### src/rtl/csp_pkg.sv
// Shared types for the chip-select serial result port.
// Assumes: nothing beyond the consumers importing it.
package csp_pkg;

    // Phase of the port's life cycle between conversions.
    typedef enum logic [2:0] {
        PH_IDLE  = 3'd0,  // no result held since reset
        PH_CONV  = 3'd1,  // conversion running, inputs ignored
        PH_HOLD  = 3'd2,  // result held, waiting for select
        PH_READ  = 3'd3,  // bits being shifted out
        PH_SPENT = 3'd4   // result consumed or abandoned
    } csp_phase_e;

    // Positions of the asynchronous lines in the synchroniser vector.
    localparam int LINE_CNV = 0;
    localparam int LINE_SEL = 1;
    localparam int LINE_SCK = 2;
    localparam int N_LINES  = 3;

endpackage

### src/rtl/csp_sync_edge.sv
// Multi-stage synchroniser for one asynchronous line, plus a delayed copy
// for edge detection.
// Assumes: STAGES >= 2, and the input is held for at least STAGES+1 clocks
// between changes.
module csp_sync_edge #(
    parameter int STAGES  = 2,
    parameter bit RST_VAL = 1'b0
) (
    input  logic clk,
    input  logic rst_n,
    input  logic d_i,
    output logic lvl_o,
    output logic dly_o
);

    logic [STAGES-1:0] chain_q;
    logic              dly_q;

    // Shift the raw line through the synchroniser chain.
    always_ff @(posedge clk) begin
        if (!rst_n) chain_q <= {STAGES{RST_VAL}};
        else        chain_q <= {chain_q[STAGES-2:0], d_i};
    end

    // Keep the previous synchronised level for edge detection.
    always_ff @(posedge clk) begin
        if (!rst_n) dly_q <= RST_VAL;
        else        dly_q <= chain_q[STAGES-1];
    end

    assign lvl_o = chain_q[STAGES-1];
    assign dly_o = dly_q;

endmodule

### src/rtl/csp_seq.sv
// Phase sequencer. Starts conversions, times them, opens a readout on the
// select edge and ends it on release.
// Assumes: edge inputs are single-cycle pulses in the clk domain.
module csp_seq
    import csp_pkg::*;
#(
    parameter int CONV_CYCLES = 40
) (
    input  logic       clk,
    input  logic       rst_n,
    input  logic       cnv_rise_i,
    input  logic       sel_lvl_i,
    input  logic       sel_rise_i,
    input  logic       sel_fall_i,
    input  logic       sck_fall_i,
    input  logic       last_bit_i,
    output csp_phase_e phase_o,
    output logic       load_o,
    output logic       start_o,
    output logic       shift_o
);

    localparam int CW = (CONV_CYCLES > 1) ? $clog2(CONV_CYCLES) : 1;
    localparam logic [CW-1:0] CNT_INIT = CW'(CONV_CYCLES - 1);

    csp_phase_e    phase_q, phase_d;
    logic [CW-1:0] cnt_q;
    logic          begin_conv;

    // A new conversion is accepted in any resting phase when select is high.
    assign begin_conv = cnv_rise_i && sel_lvl_i &&
                        (phase_q == PH_IDLE || phase_q == PH_HOLD || phase_q == PH_SPENT);

    // Control strobes for the shifter.
    assign load_o  = (phase_q == PH_CONV) && (cnt_q == '0);
    assign start_o = (phase_q == PH_HOLD) && sel_fall_i && !begin_conv;
    assign shift_o = (phase_q == PH_READ) && sck_fall_i && !sel_rise_i && !last_bit_i;

    // Next-phase decision.
    always_comb begin
        phase_d = phase_q;
        case (phase_q)
            PH_IDLE, PH_SPENT: if (begin_conv) phase_d = PH_CONV;
            PH_CONV:           if (cnt_q == '0) phase_d = PH_HOLD;
            PH_HOLD: begin
                if (begin_conv)      phase_d = PH_CONV;
                else if (sel_fall_i) phase_d = PH_READ;
            end
            PH_READ: begin
                if (sel_rise_i)                    phase_d = PH_SPENT;
                else if (sck_fall_i && last_bit_i) phase_d = PH_SPENT;
            end
            default:           phase_d = PH_IDLE;
        endcase
    end

    // Phase register.
    always_ff @(posedge clk) begin
        if (!rst_n) phase_q <= PH_IDLE;
        else        phase_q <= phase_d;
    end

    // Conversion timer: loaded on start, counts down to zero.
    always_ff @(posedge clk) begin
        if (!rst_n)                cnt_q <= '0;
        else if (begin_conv)       cnt_q <= CNT_INIT;
        else if (phase_q == PH_CONV && cnt_q != '0) cnt_q <= cnt_q - 1'b1;
    end

    assign phase_o = phase_q;

endmodule

### src/rtl/csp_shifter.sv
// Result holding and shift register. Captures the word on load, resets the
// bit position on start, and moves one bit toward the line on each shift.
// Assumes: load, start and shift are mutually exclusive single-cycle strobes.
module csp_shifter #(
    parameter int WIDTH = 16
) (
    input  logic             clk,
    input  logic             rst_n,
    input  logic             load_i,
    input  logic             start_i,
    input  logic             shift_i,
    input  logic [WIDTH-1:0] word_i,
    output logic             msb_o,
    output logic             last_o
);

    localparam int BW = $clog2(WIDTH);
    localparam logic [BW-1:0] LAST_POS = BW'(WIDTH - 1);

    logic [WIDTH-1:0] shreg_q;
    logic [BW-1:0]    pos_q;

    // Capture the word at end of conversion, or move it one bit on shift.
    always_ff @(posedge clk) begin
        if (!rst_n)       shreg_q <= '0;
        else if (load_i)  shreg_q <= word_i;
        else if (shift_i) shreg_q <= {shreg_q[WIDTH-2:0], 1'b0};
    end

    // Track how many bits have already left the line.
    always_ff @(posedge clk) begin
        if (!rst_n)                 pos_q <= '0;
        else if (load_i || start_i) pos_q <= '0;
        else if (shift_i)           pos_q <= pos_q + 1'b1;
    end

    assign msb_o  = shreg_q[WIDTH-1];
    assign last_o = (pos_q == LAST_POS);

endmodule

### src/rtl/adc_cs_serial_port.sv
// Top of the chip-select serial result port. Synchronises the three
// asynchronous lines, sequences conversion and readout, and forms the data
// line value and enable.
// Assumes: lines are held steady for several system clocks between changes.
module adc_cs_serial_port
    import csp_pkg::*;
#(
    parameter int WIDTH       = 16,
    parameter int CONV_CYCLES = 40,
    parameter int SYNC_STAGES = 2
) (
    input  logic             clk,
    input  logic             rst_n,
    input  logic             cnv_i,
    input  logic             sel_n_i,
    input  logic             sck_i,
    input  logic [WIDTH-1:0] result_i,
    output logic             sdo_o,
    output logic             sdo_oe_o
);

    logic [N_LINES-1:0] raw, lvl, dly;
    logic               cnv_rise, sel_rise, sel_fall, sck_fall;
    logic               load, start, shift, last_bit, msb;
    csp_phase_e         phase;

    assign raw[LINE_CNV] = cnv_i;
    assign raw[LINE_SEL] = sel_n_i;
    assign raw[LINE_SCK] = sck_i;

    // One synchroniser per line; select resets high (deselected).
    for (genvar i = 0; i < N_LINES; i++) begin : g_sync
        csp_sync_edge #(
            .STAGES (SYNC_STAGES),
            .RST_VAL(i == LINE_SEL)
        ) u_sync (
            .clk  (clk),
            .rst_n(rst_n),
            .d_i  (raw[i]),
            .lvl_o(lvl[i]),
            .dly_o(dly[i])
        );
    end

    assign cnv_rise = lvl[LINE_CNV] && !dly[LINE_CNV];
    assign sel_rise = lvl[LINE_SEL] && !dly[LINE_SEL];
    assign sel_fall = !lvl[LINE_SEL] && dly[LINE_SEL];
    assign sck_fall = !lvl[LINE_SCK] && dly[LINE_SCK];

    csp_seq #(
        .CONV_CYCLES(CONV_CYCLES)
    ) u_seq (
        .clk       (clk),
        .rst_n     (rst_n),
        .cnv_rise_i(cnv_rise),
        .sel_lvl_i (lvl[LINE_SEL]),
        .sel_rise_i(sel_rise),
        .sel_fall_i(sel_fall),
        .sck_fall_i(sck_fall),
        .last_bit_i(last_bit),
        .phase_o   (phase),
        .load_o    (load),
        .start_o   (start),
        .shift_o   (shift)
    );

    csp_shifter #(
        .WIDTH(WIDTH)
    ) u_shift (
        .clk    (clk),
        .rst_n  (rst_n),
        .load_i (load),
        .start_i(start),
        .shift_i(shift),
        .word_i (result_i),
        .msb_o  (msb),
        .last_o (last_bit)
    );

    // Line value: the current bit during readout, otherwise a driven low
    // only when both select and convert are low outside a conversion.
    always_comb begin
        if (phase == PH_READ) begin
            sdo_oe_o = 1'b1;
            sdo_o    = msb;
        end else begin
            sdo_oe_o = (phase != PH_CONV) && !lvl[LINE_SEL] && !lvl[LINE_CNV];
            sdo_o    = 1'b0;
        end
    end

endmodule

### config.mk
export PLATFORM = sky130hd
export DESIGN_NAME = adc_cs_serial_port
export DESIGN_NICKNAME = d
export VERILOG_FILES = /design/src/rtl/csp_pkg.sv /design/src/rtl/csp_sync_edge.sv /design/src/rtl/csp_seq.sv /design/src/rtl/csp_shifter.sv /design/src/rtl/adc_cs_serial_port.sv
export SDC_FILE = /design/constraint.sdc
export NUM_CORES = 1
export LEC_CHECK = 0
export BUFFER_PORTS_ARGS = -buffer_cell sky130_fd_sc_hd__buf_2
export CORE_MARGIN = 3
export CORE_UTILIZATION = 50
export DETAILED_ROUTE_END_ITERATION = 10
export PLACE_DENSITY = 0.7
export SYNTH_ARGS = -nofsm -noshare
export SYNTH_HDL_FRONTEND = slang
export SYNTH_HIERARCHICAL = 1
export SYNTH_SLANG_ARGS = --single-unit
### constraint.sdc
create_clock -name clk -period 5.7 [get_ports clk]
set_input_delay 0.285 -clock clk [delete_from_list [all_inputs] [get_ports clk]]
set_output_delay 0.285 -clock clk [all_outputs]
set_load 0.03 [all_outputs]
==> metrics.cfg, run 1 <==
[timing]
timing.fmax_mhz = 407
setup_viol = 0
hold_viol_final = 0
fin_crit_ns = 2.46
fin_skew_ns = 0.00509
rsz0062_at_grt = false
drv_slew = 0
fin_setup_tns_ns = 0
maxSlewHeadroom_pct = 35.5
timing.final.crit_share_pct = 43.2
worstMarginPinSlew_ns = 0.963

[cts]
postCtsSetupRepairBufs = 0
clkTransAtPathRegs_ns = 0.08
cts_tree = yes
numCtsBuffers = 5
htreeDepth = 2
hold_buffers = 0
root_buffer = clkbuf_8
ctsResizeCount = 0
clkLatencyLatePin_ns = 0.29
clock_sinks = 38
cts_buffer_depth = 2

[placement]
gp_congestion = 0.883
hpwl_um = 2340
dp.cells = 240
io_buffers = 22
place_area_um2 = 2000

[power_and_ir_drop]
power.total_mw = 0.579
p_int_mw = 0.443
power_density_nw_per_um2 = 275
swShare_pct = 23.5
cellLeakagePower_nw = 0.998
p_clk_share_pct = 39.1
ir_drop_mv = 0.156
comb_power_share_pct = 11.2
net-switching-power_mw = 0.136
seqPwrFrac_pct = 49.8

[synth]
synth_fp_nets = 204
ys_ff_latch = 38
synth_cells = 180
synthDistinctLibCells = 46
syn-cell-area_um2 = 1870
ys_seq_area_share_pct = 40.7
syn_avg_cell_area_um2 = 10.4
synthArstFlopShare_pct = 0
synth_flop_cell = dfxtp_1
synth_edf_count = 0
yosysWarningCount = 6

[global_routing]
grt_usage_pct = 17.4
grt_max_degree = 35
grt_pass1_vias = 1387
antenna_found_initial = 0
gr-total-overflow = 0
grt_pass1_wl_um = 5910

[finish]
ff_latch_area_um2 = 761
fillCellCount = 306
area_growth_pct = 12.9
multi_input_area_um2 = 1040
final_cell_mix = dfxtp_1 (38), buf_2 (22), nand2b_1 (20), mux2_2 (15), o211a_1 (15)
instances_no_fill = 248
nNetsFinal = 225
final_common_cell = dfxtp_1
stdcell_area_um2 = 2110
insertedDiodeCount = 0
drive_gt1_share_pct = 28.2

[critical_path]
slowest_delay_ns = 0.85
crit_top_cell = nor3b_2
worstPathRequired_ns = 5.89
crit_chain = nor3b_2 > nor3b_2 > buf_4 > nand2b_1 > o211a_1
crit_arrival_ns = 2.65
cp_max_fo = 19
worstSetupPathType = reg2reg
startpoint_type = register
cp-end-kind = register
critPathBufInv = 1
cp_slowest_cell = nor3b_2
cp_top_family = simple AND/OR/NAND/NOR gates

[die]
die_x_um = 67.1
io_pins = 23
die_h_um = 67.1
initial_core_util_pct = 53.9
row_count = 21
core_um2 = 3470
dieArea_um2 = 4510

[detailed_routing]
drc_errors = 0
wl_per_cell_um = 13.4
wl_um = 3330
detail_route.first_pass.iterations = 4
drtIter0Drc = 108
via_per_inst = 5.46
vias = 1355
ant_nets = 0

[flow_run]
cap_viol_max_count = 0

[run_status]
outcome = complete, no violations

[hold_path]
hold_class = in2reg

layer usage:
layer / up-vias / share of wire (%) / routed length (um) / GRT usage (%)
li1: 688 / - / - / -
met1: 641 / 46 / 1520 / 19.7
met2: 22 / 49 / 1640 / 29.6
met3: 4 / 3.2 / 105 / 4.55
met4: 0 / 1.9 / 63 / 9.87
met5: - / 0 / 0 / 0
per-stage QoR:
step | setup WS [ns] | hold WS, ns | util, %
finish | 3.24 | 0.175 | 60.8
global route | 2.95 | 0.174 | 60.8
CTS | 3.23 | 0.163 | 60.8
detailed placement | 3.23 | 0.394 | 57.5
global placement | 3.34 | 0.397 | 57.5
floorplan | 3.67 | 0.358 | -
synth_stat cells (3+ instances only):
cell type	count	share of area, %
dfxtp_1	38	41
nand2b_1	20	6.7
mux2_2	15	9.0
o211a_1	15	8.0
nand2_1	7	1.4
nor2_1	7	1.4
and2_1	6	2.0
nor2b_1	5	1.7
a211oi_1	4	1.6
clkbuf_1	4	0.80
inv_1	4	0.80
a211o_1	3	1.4
a21oi_1	3	0.80
buf_4	3	1.2
ha_1	3	2.0
nor3_1	3	0.80
registers in the layout (all words and copies together) (netlist names):
signal / count
u_shift/shreg_q: 16
g_sync.u_sync/chain_q: 6
u_seq/cnt_q: 6
u_shift/pos_q: 4
g_sync.u_sync/dly_o: 3
u_seq/phase_o: 3
power by group through the flow:
stage               Combinational [mW]  Clock [mW]  Sequential [mW]
floorplan                       0.0513           0            0.291
global placement                0.0622           0            0.294
detailed placement              0.0649           0            0.294
CTS                             0.0652       0.232            0.288
global route                    0.0730       0.246            0.290
finish                          0.0648       0.226            0.288
logic make-up (layout without fill, tap and decap cells):
group	after synthesis	in the layout	synth area share (%)
xor gates and xnor gates	3	3	1.41
and+or+nand+nor	65	65	21.8
DFF	38	38	40.7
muxes	20	20	12.3
AOI/OAI and AO/OA	37	37	17.4
buffers and inverters	14	36	4.29
adders and majority gates	3	3	2.01
path summary, 6_finish.rpt:
path,startpoint,end,slack (ns),cells past startpoint
worst min-delay path,sel_n_i,g_sync[1].u_sync/chain_q[0],0.17,2
worst max-delay path,u_seq/phase_o[0],u_shift/shreg_q[3],3.24,5
worst min register to register,g_sync[1].u_sync/chain_q[0],g_sync[1].u_sync/chain_q[1],0.41,1
worst max register to register,u_seq/phase_o[0],u_shift/shreg_q[3],3.24,5
cell type report:
| type | count | share of cell area, % |
|---|---|---|
| tap | 46 | 2.73 |
| clock buffer | 5 | 3.26 |
| timing repair buffer | 24 | 5.93 |
| clock inverter | 3 | 2.14 |
| multi-input combinational | 128 | 49.2 |
| inverter | 4 | 0.712 |
| sequential | 38 | 36.1 |
Note: power is estimated with default switching activity, not from simulation.
==> run 2: changes to the inputs <==
--- a/config.mk
+++ b/config.mk
@@ -5,6 +5,7 @@
 export SDC_FILE = /design/constraint.sdc
 export NUM_CORES = 1
 export LEC_CHECK = 0
+export ABC_AREA = 1
 export BUFFER_PORTS_ARGS = -buffer_cell sky130_fd_sc_hd__buf_2
 export CORE_MARGIN = 3
 export CORE_UTILIZATION = 50
==> constraint.sdc (replaced) <==
create_clock -name clk -period 2.41 [get_ports clk]
set_input_delay 0.1205 -clock clk [delete_from_list [all_inputs] [get_ports clk]]
set_output_delay 0.1205 -clock clk [all_outputs]
set_load 0.03 [all_outputs]
==> run 2 against run 1 <==
  * Utilization up 0.22 points
  * Critical endpoint is now u_shift/pos_q[3]
  * Critical path depth grew 5
  * Global-route usage decreased by 0.099 points
  * Sequential power rose to 2.9 times the previous value
  * Combinational power rose to 10 times the previous value
  * Setup slack got worse by 2.7 ns
  * Die area is 1.8% higher
  * Power grew to 3.4 times the previous value
  * Via count is 21% higher
  * Cell area increased by 1.1%
  * Sequential cell count unchanged
==> metrics.cfg, run 2 <==
[cts]
clkTransAtPathRegs_ns = 0.07  ; about the same
postCtsSetupRepairBufs = 0  ; unchanged
clock_sinks = 38  ; unchanged
clkLatencyLatePin_ns = 0.28  ; about the same
root_buffer = clkbuf_8
numCtsBuffers = 5  ; unchanged
cts_tree = yes
cts_buffer_depth = 2  ; unchanged
htreeDepth = 2  ; unchanged

[synth]
muxShareOfSynthArea_pct = 0  ; -12 points
synthArstFlopShare_pct = 0  ; unchanged
yosys.area.top_type = dfxtp_1
synth_area_leaders = dfxtp_1 (40%), nand2_1 (17%), nand3_1 (8.7%)
synth_edf_count = 0  ; unchanged
synth_cells = 275  ; +53%
synth_flop_cell = dfxtp_1
synth_compound_area_share_pct = 4.34  ; -13 points
synth_top_family_by_area = simple AND/OR/NAND/NOR gates
yosysWarningCount = 6  ; unchanged
syn-cell-area_um2 = 1900  ; +1.9%
yosysMostFrequentCell = nand2_1
synth_fp_nets = 299  ; +47%
ys_ff_latch = 38  ; unchanged
synth_top_area_share_pct = 39.9  ; -0.78 points
synthSimpleGateAreaFrac_pct = 39.8  ; +18 points
ys_seq_area_share_pct = 39.9  ; -0.78 points
syn_avg_cell_area_um2 = 6.92  ; -33%
synthDistinctLibCells = 29  ; -37%
yosys.area_share.adder_pct = 1.97  ; -0.038 points
synth-xor-area-share_pct = 1.38  ; -0.027 points
synth.top_cells.by_count = nand2_1 (85), inv_1 (42), dfxtp_1 (38)

[power_and_ir_drop]
ir_drop_mv = 0.517  ; +230%
cellLeakagePower_nw = 1.13  ; +14%
power_density_nw_per_um2 = 913  ; +230%
power.total_mw = 1.95  ; +240%

[die]
die_x_um = 67.7  ; +0.88%
row_count = 21  ; unchanged
core_um2 = 3490  ; +0.76%
die_h_um = 67.7  ; +0.88%
dieArea_um2 = 4590  ; +1.8%
initial_core_util_pct = 54.5  ; +0.63 points
io_pins = 23  ; unchanged

[run_status]
outcome = complete, no violations

[placement]
dp.cells = 339  ; +41%
hpwl_um = 2440  ; +4.1%
gp_congestion = 0.808  ; -8.4%
io_buffers = 22  ; unchanged

[finish]
drive_gt1_share_pct = 17.9  ; -10 points
largest_register_ffs = 16  ; unchanged
ff_latch_area_um2 = 761  ; unchanged
insertedDiodeCount = 0  ; unchanged
top_register = u_shift/shreg_q
fillCellCount = 344  ; +12%
instances_no_fill = 348  ; +40%
nNetsFinal = 325  ; +44%
multi_input_area_um2 = 905  ; -13%
largestRegisters = u_shift/shreg_q x16, g_sync.u_sync/chain_q x6, u_seq/cnt_q x6
final_cell_mix = nand2_1 (85), inv_1 (42), dfxtp_1 (38), nand3_1 (33), buf_2 (22)
final_common_cell = nand2_1
area_growth_pct = 12.0

[timing]
setup_viol = 0  ; unchanged
timing.final.crit_share_pct = 75.9  ; +33 points
rsz0062_at_grt = false
drv_slew = 0  ; unchanged
worstMarginPinSlew_ns = 0.527  ; -0.436 ns
fin_skew_ns = 0.00513  ; +0.0000394 ns
fin_setup_tns_ns = 0  ; unchanged
hold_slack_ns = 0.0121  ; -0.163 ns
fin_crit_ns = 1.83  ; -0.631 ns
hold_viol_final = 0  ; unchanged
maxSlewHeadroom_pct = 64.9  ; +29 points
timing.fmax_mhz = 547  ; +34%

[global_routing]
grt_pass1_wl_um = 6080  ; +2.9%
antenna_found_initial = 0  ; unchanged
grt_max_degree = 30  ; -14%
grt_usage_pct = 17.3  ; -0.099 points
gr-total-overflow = 0  ; unchanged
grt_pass1_vias = 1494  ; +7.7%

[critical_path]
worstSetupPathType = reg2reg
cp_max_fo = 8  ; -11
cp-end-kind = register
startpoint_type = register
worstPathRequired_ns = 2.59  ; -3.30 ns
crit_arrival_ns = 2.01  ; -0.64 ns

[detailed_routing]
wl_per_cell_um = 9.90  ; -26%
drc_errors = 0  ; unchanged
ant_nets = 0  ; unchanged
vias = 1640  ; +21%
wl_um = 3450  ; +3.6%
detail_route.first_pass.iterations = 4  ; unchanged
via_per_inst = 4.71  ; -14%
drtIter0Drc = 62  ; -43%

[flow_run]
cap_viol_max_count = 0  ; unchanged

[hold_path]
hold_class = in2reg

run 2: cell count changes in the layout (fill, tap and decap cells not counted), sizes merged, moves of 3 or more:
cell	previous run	this run
o211a	15	0
nor2b	5	0
a21oi	3	9
mux2	18	0
nand2	7	89
a211o	3	0
nand2b	21	0
nor2	7	28
inv	4	47
a211oi	4	0
nand3	1	36
and2	6	0
run 2: critical path: stages, from the launching register on:
cell and delay, ns:
dfxtp_1 0.47, inv_2 0.08, nor3_4 0.19, inv_1 0.09, nor2_1 0.36, buf_4 0.23
nor2_1 0.05, nand2_1 0.12, inv_1 0.05, nand2_1 0.06, nor2_1 0.03
run 2: path summary, 6_finish.rpt:
kind | depth (start not counted) | slack [ns] | from | end
min reg2reg | 2 | 0.40 | g_sync[1].u_sync/chain_q[0] | g_sync[1].u_sync/chain_q[1]
max | 10 | 0.58 | u_seq/phase_o[0] | u_shift/pos_q[3]
max reg2reg | 10 | 0.58 | u_seq/phase_o[0] | u_shift/pos_q[3]
min | 3 | 0.01 | cnv_i | g_sync[0].u_sync/chain_q[0]
run 2: metrics by stage:
| step | util (%) | setup slack [ns] | instance area [um^2] |
|---|---|---|---|
| after floorplan | - | 0.835 | 1900 |
| after global placement | 58.1 | 0.624 | 2030 |
| after detailed placement | 58.1 | 0.577 | 2030 |
| after CTS | 61.0 | 0.561 | 2130 |
| after global routing | 61.0 | 0.396 | 2130 |
| final | 61.0 | 0.581 | 2130 |
run 2: cell type report:
class | instances | area share (%)
Tap cell | 46 | 2.70
Clock inverter | 1 | 0.235
Multi-Input combinational cell | 183 | 42.4
Sequential cell | 38 | 35.7
Clock buffer | 7 | 4.05
Inverter | 47 | 8.27
Timing Repair Buffer | 26 | 6.69
run 2: power breakdown:
part / switching (mW) / leakage (nW) / internal [mW]
registers: 0.0986 / 0.310 / 0.735
logic: 0.409 / 0.776 / 0.262
clock network: 0.213 / 0.0482 / 0.231
total: 0.721 / 1.13 / 1.23
run 2: logic make-up (layout without fill, tap and decap cells):
kind of cell    after synthesis  count (layout)
simple gates                162             162
buf+inv                      54              81
flops                        38              38
compound gates               15              15
fa+ha+maj                     3               3
xor+xnor                      3               3
run 2: what timing repair did:
| item | in CTS | in global routing |
|---|---|---|
| hold buffers | 1 | 0 |
| endpoints found under the hold margin | 1 | 0 |
| endpoints found under the setup margin | 0 | 0 |
| resized for setup | 0 | 0 |
run 2: routing by layer:
layer / global-route usage (%) / vias to the layer above / routed length, um / share of wire [%]
met2: 29.9 / 16 / 1690 / 49
li1: - / 894 / - / -
met5: 0 / - / 0 / 0
met4: 8.35 / 0 / 55 / 1.6
met3: 3.49 / 5 / 87 / 2.5
met1: 20.3 / 725 / 1620 / 47
==> run 3: changes to the inputs <==
--- a/config.mk
+++ b/config.mk
@@ -5,7 +5,7 @@
 export SDC_FILE = /design/constraint.sdc
 export NUM_CORES = 1
 export LEC_CHECK = 0
-export ABC_AREA = 1
+export ABC_AREA = 0
 export BUFFER_PORTS_ARGS = -buffer_cell sky130_fd_sc_hd__buf_2
 export CORE_MARGIN = 3
 export CORE_UTILIZATION = 50
==> constraint.sdc (replaced) <==
create_clock -name clk -period 1.8 [get_ports clk]
set_input_delay 0.09 -clock clk [delete_from_list [all_inputs] [get_ports clk]]
set_output_delay 0.09 -clock clk [all_outputs]
set_load 0.03 [all_outputs]
==> run 3 against run 2 <==
  * The run now ends with setup timing left
  * Critical path depth down 3
  * Clock power up 100%
  * Clock skew up 0.0012 ns
  * Utilization up 10 points
  * Power up 5.8%
  * Maximum frequency up 1.6%
  * Highest routed layer unchanged
  * Non-clock buffer count up 19
  * Cell area up 16%
  * Cell count down 23%
  * Via count down 9.0%
==> metrics.cfg, run 3 (synthesis gave the netlist of run 1 again) <==
[die]
die_h_um = 67.1  ; -0.87%
core_um2 = 3470  ; -0.75%
initial_core_util_pct = 53.9  ; -0.63 points
io_pins = 23  ; unchanged
die_x_um = 67.1  ; -0.87%
row_count = 21  ; unchanged
dieArea_um2 = 4510  ; -1.7%

[finish]
final_common_cell = dfxtp_1
drive_gt1_share_pct = 37.7  ; +20 points
instances_no_fill = 269  ; -23%
final_cell_mix = dfxtp_1 (36), buf_2 (22), nand2b_1 (19), o211a_1 (15), mux2_4 (13)
largest_register_ffs = 16  ; unchanged
top_register = u_shift/shreg_q
final_core_util_pct = 71.3  ; +10 points
insertedDiodeCount = 0  ; unchanged
area_growth_pct = 32.4
largestRegisters = u_shift/shreg_q x16, g_sync.u_sync/chain_q x6, u_seq/cnt_q x6
nNetsFinal = 246  ; -24%
stdcell_area_um2 = 2470  ; +16%

[timing]
maxSlewHeadroom_pct = 72.6  ; +7.8 points
fin_crit_ns = 1.80  ; -0.0291 ns
setup_viol = 1  ; +1
hold_slack_ns = 0.0461  ; +0.0340 ns
hold_viol_final = 0  ; unchanged
fin_skew_ns = 0.00631  ; +0.00118 ns
worstMarginPinSlew_ns = 0.408  ; -0.119 ns
timing.final.crit_share_pct = 100  ; +24 points
drv_slew = 0  ; unchanged
finalWorstSetupSlack_ns = -0.000220  ; -0.581 ns
timing.fmax_mhz = 555  ; +1.6%
rsz0062_at_grt = true

[detailed_routing]
wl_per_cell_um = 14.3  ; +44%
drtIter0Drc = 59  ; -4.8%
via_per_inst = 5.55  ; +18%
drc_errors = 0  ; unchanged
wl_um = 3840  ; +11%
ant_nets = 0  ; unchanged
vias = 1493  ; -9.0%
detail_route.first_pass.iterations = 6  ; +2

[cts]
root_buffer = clkbuf_8
htreeDepth = 2  ; unchanged
cts_buffer_depth = 2  ; unchanged
clock_sinks = 38  ; unchanged
clkLatencyLatePin_ns = 0.29  ; about the same
clkTransAtPathRegs_ns = 0.07  ; about the same
numCtsBuffers = 5  ; unchanged
cts_tree = yes

[global_routing]
grt_max_degree = 22  ; -27%
grt_pass1_vias = 1442  ; -3.5%
grt_pass1_wl_um = 6250  ; +2.8%
gr-total-overflow = 0  ; unchanged
antenna_found_initial = 0  ; unchanged
grt_usage_pct = 18.2  ; +0.90 points

[placement]
hpwl_um = 2380  ; -2.1%
gp_congestion = 0.837  ; +3.6%
io_buffers = 22  ; unchanged
dp.cells = 250  ; -26%
place_area_um2 = 2090  ; +2.8%

[hold_path]
hold_class = in2reg

[critical_path]
cp-end-kind = register
worstPathRequired_ns = 1.98  ; -0.61 ns
worstSetupPathType = reg2reg
cp_max_fo = 5  ; -3
crit_arrival_ns = 1.98  ; -0.03 ns
startpoint_type = register

[power_and_ir_drop]
seqPwrFrac_pct = 44.2  ; +1.4 points
p_int_mw = 1.62  ; +32%
ir_drop_mv = 0.529  ; +2.4%
swShare_pct = 21.5  ; -16 points
power_density_nw_per_um2 = 833  ; -8.8%
p_clk_share_pct = 43.2  ; +20 points
net-switching-power_mw = 0.443  ; -39%
comb_power_share_pct = 12.6  ; -22 points
cellLeakagePower_nw = 1.15  ; +1.7%
power.total_mw = 2.06  ; +5.8%

[flow_run]
cap_viol_max_count = 0  ; unchanged

[run_status]
violations = setup timing
outcome = complete, but fails checks

==> run 3: cell types whose count changed in the layout (fill, tap and decap cells not counted), moves of 6 or more <==
cell,before,now
nand2_1,85,7
inv_1,42,2
nand3_1,33,1
nand2b_1,0,19
o211a_1,0,15
nor2_1,21,7
mux2_4,0,13
buf_4,3,12
and2_1,0,6
==> run 3: area by class of cell <==
type / instances / area [um^2]
well taps: 46 / 57.6
clock buffers: 6 / 82.6
fillers: 266 / 995
multi-input cells: 128 / 1130
inverters: 4 / 15.0
repair buffers: 45 / 365
flip-flops and latches: 38 / 763
clock inverters: 2 / 60.1
==> run 3: layer usage <==
| metal | part of all wire, % | global-route usage, % | up-vias |
|---|---|---|---|
| li1 | - | - | 732 |
| met5 | 0 | 0 | - |
| met3 | 4.8 | 5.73 | 6 |
| met4 | 0.99 | 6.58 | 0 |
| met2 | 51 | 29.3 | 43 |
| met1 | 43 | 22.9 | 712 |
==> run 3: worst paths after layout <==
| check | from | end | slack, ns | depth (start not counted) |
|---|---|---|---|---|
| hold reg to reg | g_sync[1].u_sync/chain_q[0] | g_sync[1].u_sync/chain_q[1] | 0.42 | 1 |
| hold / removal | result_i[0] | u_shift/shreg_q[0] | 0.05 | 3 |
| setup reg to reg | u_shift/pos_q[1] | u_shift/shreg_q[2] | -0.0002 | 7 |
| setup / recovery | u_shift/pos_q[1] | u_shift/shreg_q[2] | -0.0002 | 7 |
==> run 3: per-stage QoR <==
stage | worst slack (ns) | TNS (ns)
finish | -0.000220 | -0.000220
global route | -0.0495 | -0.366
CTS | 0.00872 | 0
detailed placement | -0.00704 | -0.0122
global placement | 0.0277 | 0
floorplan | 0.00740 | 0
==> run 3: timing repair <==
item                                   CTS  global route
pin swaps                                0             6
gates resized for setup                  2            26
endpoints found under the hold margin    3             0
cloned                                   0             2
setup endpoints to repair                9            18
buffers inserted                         0             6
hold buffers                             3             0
==> run 3: power by group through the flow <==
stage | sequential (mW) | clock (mW) | combinational (mW)
final | 0.911 | 0.891 | 0.259
after CTS | 0.908 | 0.908 | 0.235
after floorplan | 0.921 | 0 | 0.169
after detailed placement | 0.927 | 0 | 0.228
after global routing | 0.917 | 0.956 | 0.288
after global placement | 0.925 | 0 | 0.218
==> run 3: critical path, cell delays in order (launching register included) <==
cell	delay, ns
dfxtp_2	0.35
ha_4	0.16
and3_4	0.18
nor3b_4	0.19
buf_6	0.15
clkbuf_16	0.15
mux2_4	0.30
o211a_1	0.21
